## config.mk

```make
export PLATFORM = sky130hd
export DESIGN_NAME = irq_redir_regs
export DESIGN_NICKNAME = d
export VERILOG_FILES = /design/src/rtl/irq_redir_pkg.sv /design/src/rtl/irq_redir_window.sv /design/src/rtl/irq_redir_global.sv /design/src/rtl/irq_redir_entry.sv /design/src/rtl/irq_redir_regs.sv
export SDC_FILE = /design/constraint.sdc
export NUM_CORES = 2
export LEC_CHECK = 0
export BUFFER_PORTS_ARGS = -buffer_cell sky130_fd_sc_hd__buf_2
export CAP_MARGIN = 0
export CELL_PAD_IN_SITES_DETAIL_PLACEMENT = 1
export CELL_PAD_IN_SITES_GLOBAL_PLACEMENT = 2
export CORE_MARGIN = 5
export CORE_UTILIZATION = 30
export CTS_BUF_LIST = sky130_fd_sc_hd__clkbuf_16
export CTS_CLUSTER_DIAMETER = 40
export CTS_CLUSTER_SIZE = 40
export DETAILED_ROUTE_END_ITERATION = 10
export HOLD_SLACK_MARGIN = 0.02
export PLACE_DENSITY_LB_ADDON = 0.1
export REMOVE_ABC_BUFFERS = 1
export SYNTH_ARGS = -nofsm -noshare
export SYNTH_HDL_FRONTEND = slang
export SYNTH_SLANG_ARGS = --single-unit
```

## constraint.sdc

```tcl
create_clock -name clk -period 4.7 [get_ports clk]
set_input_delay 0.94 -clock clk [delete_from_list [all_inputs] [get_ports clk]]
set_output_delay 0.94 -clock clk [all_outputs]
set_load 0.02 [all_outputs]
```

## src/rtl/irq_redir_pkg.sv

```systemverilog
// Package: shared constants and the routing record for the redirection
// register file. Assumes 32-bit data words and an 8-bit register index.
package irq_redir_pkg;

    localparam int IDX_W      = 8;
    localparam int OFS_INDEX  = 'h00;
    localparam int OFS_DATA   = 'h10;
    localparam int REG_IDENT  = 'h00;
    localparam int REG_VERCAP = 'h01;
    localparam int REG_BOOT   = 'h03;
    localparam int REG_TABLE  = 'h10;

    localparam logic [31:0] ENT_LO_RST = 32'h0001_0000;
    localparam logic [31:0] ENT_HI_RST = 32'h0000_0000;

    typedef struct packed {
        logic       masked;
        logic       level;
        logic       act_low;
        logic       logical;
        logic [2:0] dlv;
        logic [7:0] dest;
    } route_t;

endpackage

```

## src/rtl/irq_redir_window.sv

```systemverilog
// Module: index register and register-number decode for the access window.
// Assumes one bus access per cycle; the index written at offset 0x00 takes
// effect on the following cycle. Entry range is bounded by both the table
// depth and the current maximum entry index.
module irq_redir_window
    import irq_redir_pkg::*;
#(
    parameter int ADDR_W  = 5,
    parameter int NUM_ENT = 24,
    localparam int ENT_W  = IDX_W - 1
) (
    input  logic              clk,
    input  logic              rst_n,
    input  logic              bus_en,
    input  logic              bus_we,
    input  logic [ADDR_W-1:0] bus_addr,
    input  logic [IDX_W-1:0]  idx_wdata,
    input  logic [7:0]        max_idx,
    output logic [IDX_W-1:0]  idx,
    output logic              idx_hit,
    output logic              data_hit,
    output logic              sel_ident,
    output logic              sel_vercap,
    output logic              sel_boot,
    output logic              ent_ok,
    output logic [ENT_W-1:0]  ent_num,
    output logic              ent_hi
);

    logic [IDX_W-1:0] idx_q;
    logic [IDX_W-1:0] tbl_off;
    logic             in_table;

    assign idx_hit  = (bus_addr == ADDR_W'(OFS_INDEX));
    assign data_hit = (bus_addr == ADDR_W'(OFS_DATA));

    // Index register: loaded by a write at the index port.
    always_ff @(posedge clk) begin
        if (!rst_n) begin
            idx_q <= '0;
        end else if (bus_en && bus_we && idx_hit) begin
            idx_q <= idx_wdata;
        end
    end

    // Register-number decode into fixed registers and table slots.
    always_comb begin
        sel_ident  = (idx_q == IDX_W'(REG_IDENT));
        sel_vercap = (idx_q == IDX_W'(REG_VERCAP));
        sel_boot   = (idx_q == IDX_W'(REG_BOOT));
        in_table   = (idx_q >= IDX_W'(REG_TABLE));
        tbl_off    = idx_q - IDX_W'(REG_TABLE);
        ent_num    = tbl_off[IDX_W-1:1];
        ent_hi     = tbl_off[0];
        ent_ok     = in_table && ({1'b0, ent_num} <= max_idx)
                     && (int'(ent_num) < NUM_ENT);
    end

    assign idx = idx_q;

    AST_IDX_HOLD: assert property (@(posedge clk) disable iff (!rst_n)
        !(bus_en && bus_we && idx_hit) |=> $stable(idx_q))
        else $error("index changed without an index-port write");

endmodule

```

## src/rtl/irq_redir_global.sv

```systemverilog
// Module: the fixed registers (identification, version/capacity with a
// write-once maximum entry index, boot delivery select). Assumes the write
// strobes are mutually exclusive and already qualified by the window decode.
module irq_redir_global #(
    parameter int          NUM_ENT = 24,
    parameter logic [7:0]  VERSION = 8'h20,
    localparam logic [7:0] MAX_RST = 8'(NUM_ENT - 1)
) (
    input  logic        clk,
    input  logic        rst_n,
    input  logic        wr_ident,
    input  logic        wr_vercap,
    input  logic        wr_boot,
    input  logic [3:0]  id_wdata,
    input  logic [7:0]  max_wdata,
    input  logic        boot_wdata,
    output logic [31:0] ident_word,
    output logic [31:0] vercap_word,
    output logic [31:0] boot_word,
    output logic [7:0]  max_idx
);

    logic [3:0] id_q;
    logic [7:0] max_q;
    logic       max_locked;
    logic       boot_q;

    // Controller ID: only the stored nibble is writable.
    always_ff @(posedge clk) begin
        if (!rst_n) begin
            id_q <= '0;
        end else if (wr_ident) begin
            id_q <= id_wdata;
        end
    end

    // Maximum entry index: accepts one write, then locks.
    always_ff @(posedge clk) begin
        if (!rst_n) begin
            max_q      <= MAX_RST;
            max_locked <= 1'b0;
        end else if (wr_vercap && !max_locked) begin
            max_q      <= max_wdata;
            max_locked <= 1'b1;
        end
    end

    // Boot delivery select bit.
    always_ff @(posedge clk) begin
        if (!rst_n) begin
            boot_q <= 1'b0;
        end else if (wr_boot) begin
            boot_q <= boot_wdata;
        end
    end

    assign ident_word  = {4'h0, id_q, 24'h0};
    assign vercap_word = {8'h0, max_q, 8'h0, VERSION};
    assign boot_word   = {31'h0, boot_q};
    assign max_idx     = max_q;

    AST_MAX_FROZEN: assert property (@(posedge clk) disable iff (!rst_n)
        max_locked |=> $stable(max_q))
        else $error("locked maximum entry index changed");

    AST_ID_NO_STRAY: assert property (@(posedge clk) disable iff (!rst_n)
        !wr_ident |=> $stable(id_q))
        else $error("controller ID changed without a write");

endmodule

```

## src/rtl/irq_redir_entry.sv

```systemverilog
// Module: one 64-bit redirection entry held as two words, with its routing
// fields decoded to a record. Assumes each half's write strobe is already
// qualified by the window's range check.
module irq_redir_entry
    import irq_redir_pkg::*;
(
    input  logic        clk,
    input  logic        rst_n,
    input  logic        wr_lo,
    input  logic        wr_hi,
    input  logic [31:0] wdata,
    output logic [31:0] lo_word,
    output logic [31:0] hi_word,
    output route_t      route
);

    logic [31:0] lo_q;
    logic [31:0] hi_q;

    // Entry storage: low and high words, reset to masked.
    always_ff @(posedge clk) begin
        if (!rst_n) begin
            lo_q <= ENT_LO_RST;
            hi_q <= ENT_HI_RST;
        end else begin
            if (wr_lo) lo_q <= wdata;
            if (wr_hi) hi_q <= wdata;
        end
    end

    // Field decode: fixed bit positions of the entry format.
    always_comb begin
        route.masked  = lo_q[16];
        route.level   = lo_q[15];
        route.act_low = lo_q[13];
        route.logical = lo_q[11];
        route.dlv     = lo_q[10:8];
        route.dest    = hi_q[31:24];
    end

    assign lo_word = lo_q;
    assign hi_word = hi_q;

    AST_ENT_HOLD: assert property (@(posedge clk) disable iff (!rst_n)
        !(wr_lo || wr_hi) |=> $stable({lo_q, hi_q}))
        else $error("entry changed without a qualified write");

endmodule

```

## src/rtl/irq_redir_regs.sv

```systemverilog
// Module: top of the windowed redirection register file. Joins the window
// decode, the fixed registers and NUM_ENT entries; registers read data.
// Assumes at most one access per cycle and NUM_ENT between 1 and 120.
module irq_redir_regs
    import irq_redir_pkg::*;
#(
    parameter int         NUM_ENT = 24,
    parameter int         ADDR_W  = 5,
    parameter logic [7:0] VERSION = 8'h20,
    localparam int        ENT_W   = IDX_W - 1
) (
    input  logic                 clk,
    input  logic                 rst_n,
    input  logic                 bus_en,
    input  logic                 bus_we,
    input  logic [ADDR_W-1:0]    bus_addr,
    input  logic [31:0]          bus_wdata,
    output logic [31:0]          bus_rdata,
    output logic [NUM_ENT-1:0]   out_mask,
    output logic [NUM_ENT-1:0]   out_level,
    output logic [NUM_ENT-1:0]   out_act_low,
    output logic [NUM_ENT-1:0]   out_logical,
    output logic [3*NUM_ENT-1:0] out_dlv,
    output logic [8*NUM_ENT-1:0] out_dest
);

    logic [IDX_W-1:0] idx;
    logic             idx_hit, data_hit;
    logic             sel_ident, sel_vercap, sel_boot;
    logic             ent_ok, ent_hi;
    logic [ENT_W-1:0] ent_num;
    logic [7:0]       max_idx;
    logic [31:0]      ident_word, vercap_word, boot_word;
    logic             wr_data, wr_ident, wr_vercap, wr_boot;
    logic [NUM_ENT-1:0] wr_lo, wr_hi;
    logic [31:0]      lo_words [NUM_ENT];
    logic [31:0]      hi_words [NUM_ENT];
    route_t           routes   [NUM_ENT];
    logic [31:0]      rd_val;
    logic [31:0]      rdata_q;

    irq_redir_window #(.ADDR_W(ADDR_W), .NUM_ENT(NUM_ENT)) u_window (
        .clk        (clk),
        .rst_n      (rst_n),
        .bus_en     (bus_en),
        .bus_we     (bus_we),
        .bus_addr   (bus_addr),
        .idx_wdata  (bus_wdata[IDX_W-1:0]),
        .max_idx    (max_idx),
        .idx        (idx),
        .idx_hit    (idx_hit),
        .data_hit   (data_hit),
        .sel_ident  (sel_ident),
        .sel_vercap (sel_vercap),
        .sel_boot   (sel_boot),
        .ent_ok     (ent_ok),
        .ent_num    (ent_num),
        .ent_hi     (ent_hi)
    );

    assign wr_data   = bus_en && bus_we && data_hit;
    assign wr_ident  = wr_data && sel_ident;
    assign wr_vercap = wr_data && sel_vercap;
    assign wr_boot   = wr_data && sel_boot;

    irq_redir_global #(.NUM_ENT(NUM_ENT), .VERSION(VERSION)) u_global (
        .clk         (clk),
        .rst_n       (rst_n),
        .wr_ident    (wr_ident),
        .wr_vercap   (wr_vercap),
        .wr_boot     (wr_boot),
        .id_wdata    (bus_wdata[27:24]),
        .max_wdata   (bus_wdata[23:16]),
        .boot_wdata  (bus_wdata[0]),
        .ident_word  (ident_word),
        .vercap_word (vercap_word),
        .boot_word   (boot_word),
        .max_idx     (max_idx)
    );

    for (genvar g = 0; g < NUM_ENT; g++) begin : g_ent
        assign wr_lo[g] = wr_data && ent_ok && (ent_num == ENT_W'(g)) && !ent_hi;
        assign wr_hi[g] = wr_data && ent_ok && (ent_num == ENT_W'(g)) && ent_hi;

        irq_redir_entry u_entry (
            .clk     (clk),
            .rst_n   (rst_n),
            .wr_lo   (wr_lo[g]),
            .wr_hi   (wr_hi[g]),
            .wdata   (bus_wdata),
            .lo_word (lo_words[g]),
            .hi_word (hi_words[g]),
            .route   (routes[g])
        );

        assign out_mask[g]        = routes[g].masked;
        assign out_level[g]       = routes[g].level;
        assign out_act_low[g]     = routes[g].act_low;
        assign out_logical[g]     = routes[g].logical;
        assign out_dlv[3*g +: 3]  = routes[g].dlv;
        assign out_dest[8*g +: 8] = routes[g].dest;
    end

    // Read selection: index port, fixed registers, or one entry word.
    always_comb begin
        rd_val = '0;
        if (idx_hit) begin
            rd_val = {{(32-IDX_W){1'b0}}, idx};
        end else if (data_hit) begin
            if (sel_ident)       rd_val = ident_word;
            else if (sel_vercap) rd_val = vercap_word;
            else if (sel_boot)   rd_val = boot_word;
            else if (ent_ok) begin
                for (int i = 0; i < NUM_ENT; i++) begin
                    if (ent_num == ENT_W'(i)) rd_val = ent_hi ? hi_words[i] : lo_words[i];
                end
            end
        end
    end

    // Registered read data, updated only by a read access.
    always_ff @(posedge clk) begin
        if (!rst_n) begin
            rdata_q <= '0;
        end else if (bus_en && !bus_we) begin
            rdata_q <= rd_val;
        end
    end

    assign bus_rdata = rdata_q;

    AST_WR_ONEHOT: assert property (@(posedge clk) disable iff (!rst_n)
        $onehot0({wr_ident, wr_vercap, wr_boot, wr_lo, wr_hi}))
        else $error("more than one register written in a cycle");

    AST_RDATA_HOLD: assert property (@(posedge clk) disable iff (!rst_n)
        !(bus_en && !bus_we) |=> $stable(bus_rdata))
        else $error("read data changed without a read");

    AST_OFF_WINDOW_ZERO: assert property (@(posedge clk) disable iff (!rst_n)
        (bus_en && !bus_we && !idx_hit && !data_hit) |=> (bus_rdata == 32'h0))
        else $error("read outside the window returned data");

    AST_CLOSED_REG_ZERO: assert property (@(posedge clk) disable iff (!rst_n)
        (bus_en && !bus_we && data_hit && !sel_ident && !sel_vercap && !sel_boot && !ent_ok)
        |=> (bus_rdata == 32'h0))
        else $error("closed register returned data");

endmodule

```

==> impl_metrics.json <==
{
  "synth.mux.area_fraction": 0.104,
  "synthCells": 9718,
  "yosys-top-cells-count": "sky130_fd_sc_hd__nand2_1 (3246), sky130_fd_sc_hd__a21oi_1 (1716), sky130_fd_sc_hd__dfxtp_1 (1590), sky130_fd_sc_hd__mux2i_1 (633), sky130_fd_sc_hd__clkbuf_1 (614)",
  "cp.arrival_ns": 5.47,
  "postRouteAntennaNets": 0,
  "run_status": "completed",
  "final_nets": 9783,
  "synth_cell_area_um2": 74200,
  "post_synth_and_or_nand_nor_area_fraction": 0.196,
  "timing.max_cap.violations": 0,
  "final.setup.tns_ns": 0,
  "grt_max_degree": 173,
  "synthDominantAreaCellType": "sky130_fd_sc_hd__dfxtp_1",
  "drt_iter0_markers": 5822,
  "overflow": 0,
  "vias": 72536,
  "ys_seq_elements": 1590,
  "fp.coreArea_um2": 246000,
  "cts_hold_buf": 0,
  "timing.clock.skew_ns": 0.0474,
  "power_leakage_nw": 30.1,
  "synth_compound_gate_area_share": 0.181,
  "syn2layout_area_growth_pct": 22.3,
  "net_switching_component_of_the_power_mw": 9.34,
  "period_share": 0.990,
  "synth_adder_area_share": 0.00152,
  "vdd_ir_drop_max_uv": 371,
  "num-fill-cells": 29026,
  "totalWireLength_mm": 416,
  "most_common_cell_in_the_netlist": "sky130_fd_sc_hd__nand2_1",
  "post-cts-setup-buffer-count": 0,
  "rsz0062_at_grt": "no",
  "finalHoldViolations": 0,
  "global_route_wire_length_before_repair_mm": 576,
  "sw_frac_of_total": 0.233,
  "die_h_um": 507,
  "worst_path_dominant_cell_family": "compound AO/OA/AOI/OAI gates",
  "std_cell_rows": 182,
  "initial_core_util": 0.301,
  "clock_insertion_delay_worst_skew_ns": 0.97,
  "crit_buf_inv": 3,
  "cp_cell_sequence": "inv_1 -> ha_1 -> or2_2 -> o21ai_2 -> buf_4 -> o2111ai_4 -> buf_12 -> o21ai_0 -> o2111ai_1 -> o221ai_1 -> a21oi_1",
  "synth_edf_count": 0,
  "achievable-frequency_mhz": 215,
  "cp_slowest_cell": "sky130_fd_sc_hd__o21ai_0",
  "clock_sink_count": 1590,
  "cp-start-kind": "flip-flop",
  "report.final.slew_viol_count": 0,
  "top_post_synthesis_cells_by_area": "sky130_fd_sc_hd__dfxtp_1 (43%), sky130_fd_sc_hd__nand2_1 (16%), sky130_fd_sc_hd__a21oi_1 (12%)",
  "yosys_warnings": 0,
  "seq_area_um2": 31800,
  "async_reset_ff_frac": 0,
  "timing.slew.headroom": 0.0846,
  "synth_top_family_by_area": "simple AND/OR/NAND/NOR gates",
  "multiInputGateArea_um2": 36200,
  "ys_dominant_reg_cell": "sky130_fd_sc_hd__dfxtp_1",
  "end_kind": "flip-flop",
  "cts_buffers": 365,
  "synthesis.area_per_instance_um2": 7.64,
  "finalNonFillerCells": 13342,
  "p_int_mw": 30.7,
  "tritoncts_clock_tree": "done",
  "floorplan.io_pins": 433,
  "place_hpwl_mm": 284,
  "critical-path-max-stage-delay_ns": 0.65,
  "p_clk_frac": 0.639,
  "number_of_global_route_vias_before_repair": 72550,
  "min_path_type": "primary input to flip-flop",
  "detail_route.wl_per_cell_um": 31.2,
  "gpl.final_weighted_congestion": 0.965,
  "die-width_um": 507,
  "sequentialPowerShare": 0.338,
  "yosys.area.top_type_share": 0.429,
  "firstDrtPassIters": 6,
  "synth.distinct_cells": 86,
  "setup_viol": 0,
  "grt_antenna_before_repair": 30,
  "combinationalPowerShare": 0.023,
  "power_density_nw_per_um2": 441,
  "fp.dieArea_um2": 257000,
  "critical_path_class": "flip-flop to flip-flop",
  "clock_tree.root_cell": "sky130_fd_sc_hd__clkbuf_16",
  "worst_ep_required_time_ns": 5.52,
  "layout-drive-gt1-share": 0.169,
  "total_power_mw": 40.1,
  "finalWorstPathRequiredPeriod_ns": 4.66,
  "timing.critical_path.fanout_max": 33,
  "drcViolationCount": 0,
  "clk_pin_slew_worst_paths_ns": 0.05,
  "clock_tree.htree_level_count": 5,
  "clockBufferDepth": 4,
  "numPortBuffers": 432,
  "register_area_share_after_synthesis": 0.429,
  "groute.usage.overall": 0.310,
  "max_slew.worst_pin.slew_ns": 1.36,
  "place.detailed.instances": 12678,
  "vias_per_cell": 5.44,
  "synth_xor_area_frac": 0.000236
}
metrics by stage:
step	area (um^2)	hold slack, ns	setup WS, ns	util
floorplan	67800	0.427	-28.80	-
global placement	78500	0.436	-0.313	0.319
detailed placement	78500	0.443	-0.183	0.319
CTS	90700	0.256	0.0149	0.369
global route	90800	0.282	0.0866	0.369
finish	90800	0.298	0.0449	0.369
layer usage:
metal,track usage,part of all wire,wire length [um]
met1,0.400,0.43,178000
met4,0.141,0.052,21600
met2,0.510,0.46,193000
met3,0.0464,0.056,23100
met5,0,0.000031,13
final timing paths:
path | startpoint | to | slack, ns | cells after the start
min reg2reg | g_ent[3].u_entry.hi_word[21] | g_ent[3].u_entry.hi_word[21] | 0.45 | 2
min | bus_wdata[5] | g_ent[3].u_entry.lo_word[5] | 0.30 | 3
max reg2reg | u_window.idx[5] | bus_rdata[18] | 0.04 | 11
max | u_window.idx[5] | bus_rdata[18] | 0.04 | 11
cells by family after synthesis:
group	count (synthesis)
and+or+nand+nor	3679
AOI/OAI and AO/OA	2426
DFF	1590
buffers and inverters	1266
muxes	746
adders and majority gates	9
xor gates and xnor gates	2
power groups by stage:
stage / combinational, mW / clock (mW) / sequential, mW
2_1_floorplan: 0.264 / 0 / 13.8
3_3_place_gp: 0.921 / 0 / 13.8
3_5_place_dp: 0.923 / 0 / 13.8
4_1_cts: 0.924 / 26.0 / 13.5
5_1_grt: 0.941 / 26.6 / 13.5
6_report: 0.931 / 25.6 / 13.5
what timing repair did:
| item | CTS | global route |
|---|---|---|
| endpoints found under the setup margin | 1 | 4 |
| resized for setup | 1 | 6 |
| pin swaps | 0 | 0 |
registers in the layout (all words and copies together), names as in the netlist:
signal,cells
g_ent.u_entry.lo_word,768
u_global.max_idx,8
u_global.max_locked,1
g_ent.u_entry.hi_word,768
u_global.id_q,4
u_global.boot_q,1
u_window.idx,8
bus_rdata,32
area by class of cell:
class                      count  area share
inverter                      18    0.000827
timing repair buffer         896      0.0694
tap                         3312      0.0456
antenna                       12    0.000331
clock inverter               283      0.0323
multi-input combinational   6862       0.399
clock buffer                 369       0.102
sequential                  1590       0.351
worst reg2reg max path: stages, from the launching register on:
cell                        delay, ns
sky130_fd_sc_hd__dfxtp_1         0.47
sky130_fd_sc_hd__inv_1           0.11
sky130_fd_sc_hd__ha_1            0.31
sky130_fd_sc_hd__or2_2           0.38
sky130_fd_sc_hd__o21ai_2         0.51
sky130_fd_sc_hd__buf_4           0.28
sky130_fd_sc_hd__o2111ai_4       0.16
sky130_fd_sc_hd__buf_12          0.24
sky130_fd_sc_hd__o21ai_0         0.67
sky130_fd_sc_hd__o2111ai_1       0.65
sky130_fd_sc_hd__o221ai_1        0.63
sky130_fd_sc_hd__a21oi_1         0.13
cells in the final DEF, fill, tap and decap left out, types with 92 or more instances in the layout:
cell type / instances
sky130_fd_sc_hd__a21oi_1: 1714
sky130_fd_sc_hd__buf_2: 416
sky130_fd_sc_hd__buf_4: 431
sky130_fd_sc_hd__clkbuf_16: 369
sky130_fd_sc_hd__dfxtp_1: 1587
sky130_fd_sc_hd__mux2_2: 101
sky130_fd_sc_hd__mux2i_1: 633
sky130_fd_sc_hd__nand2_1: 3243
sky130_fd_sc_hd__nor2_1: 137
sky130_fd_sc_hd__o21ai_0: 255
sky130_fd_sc_hd__o22ai_1: 92
Note: power is estimated with default switching activity, not from simulation.
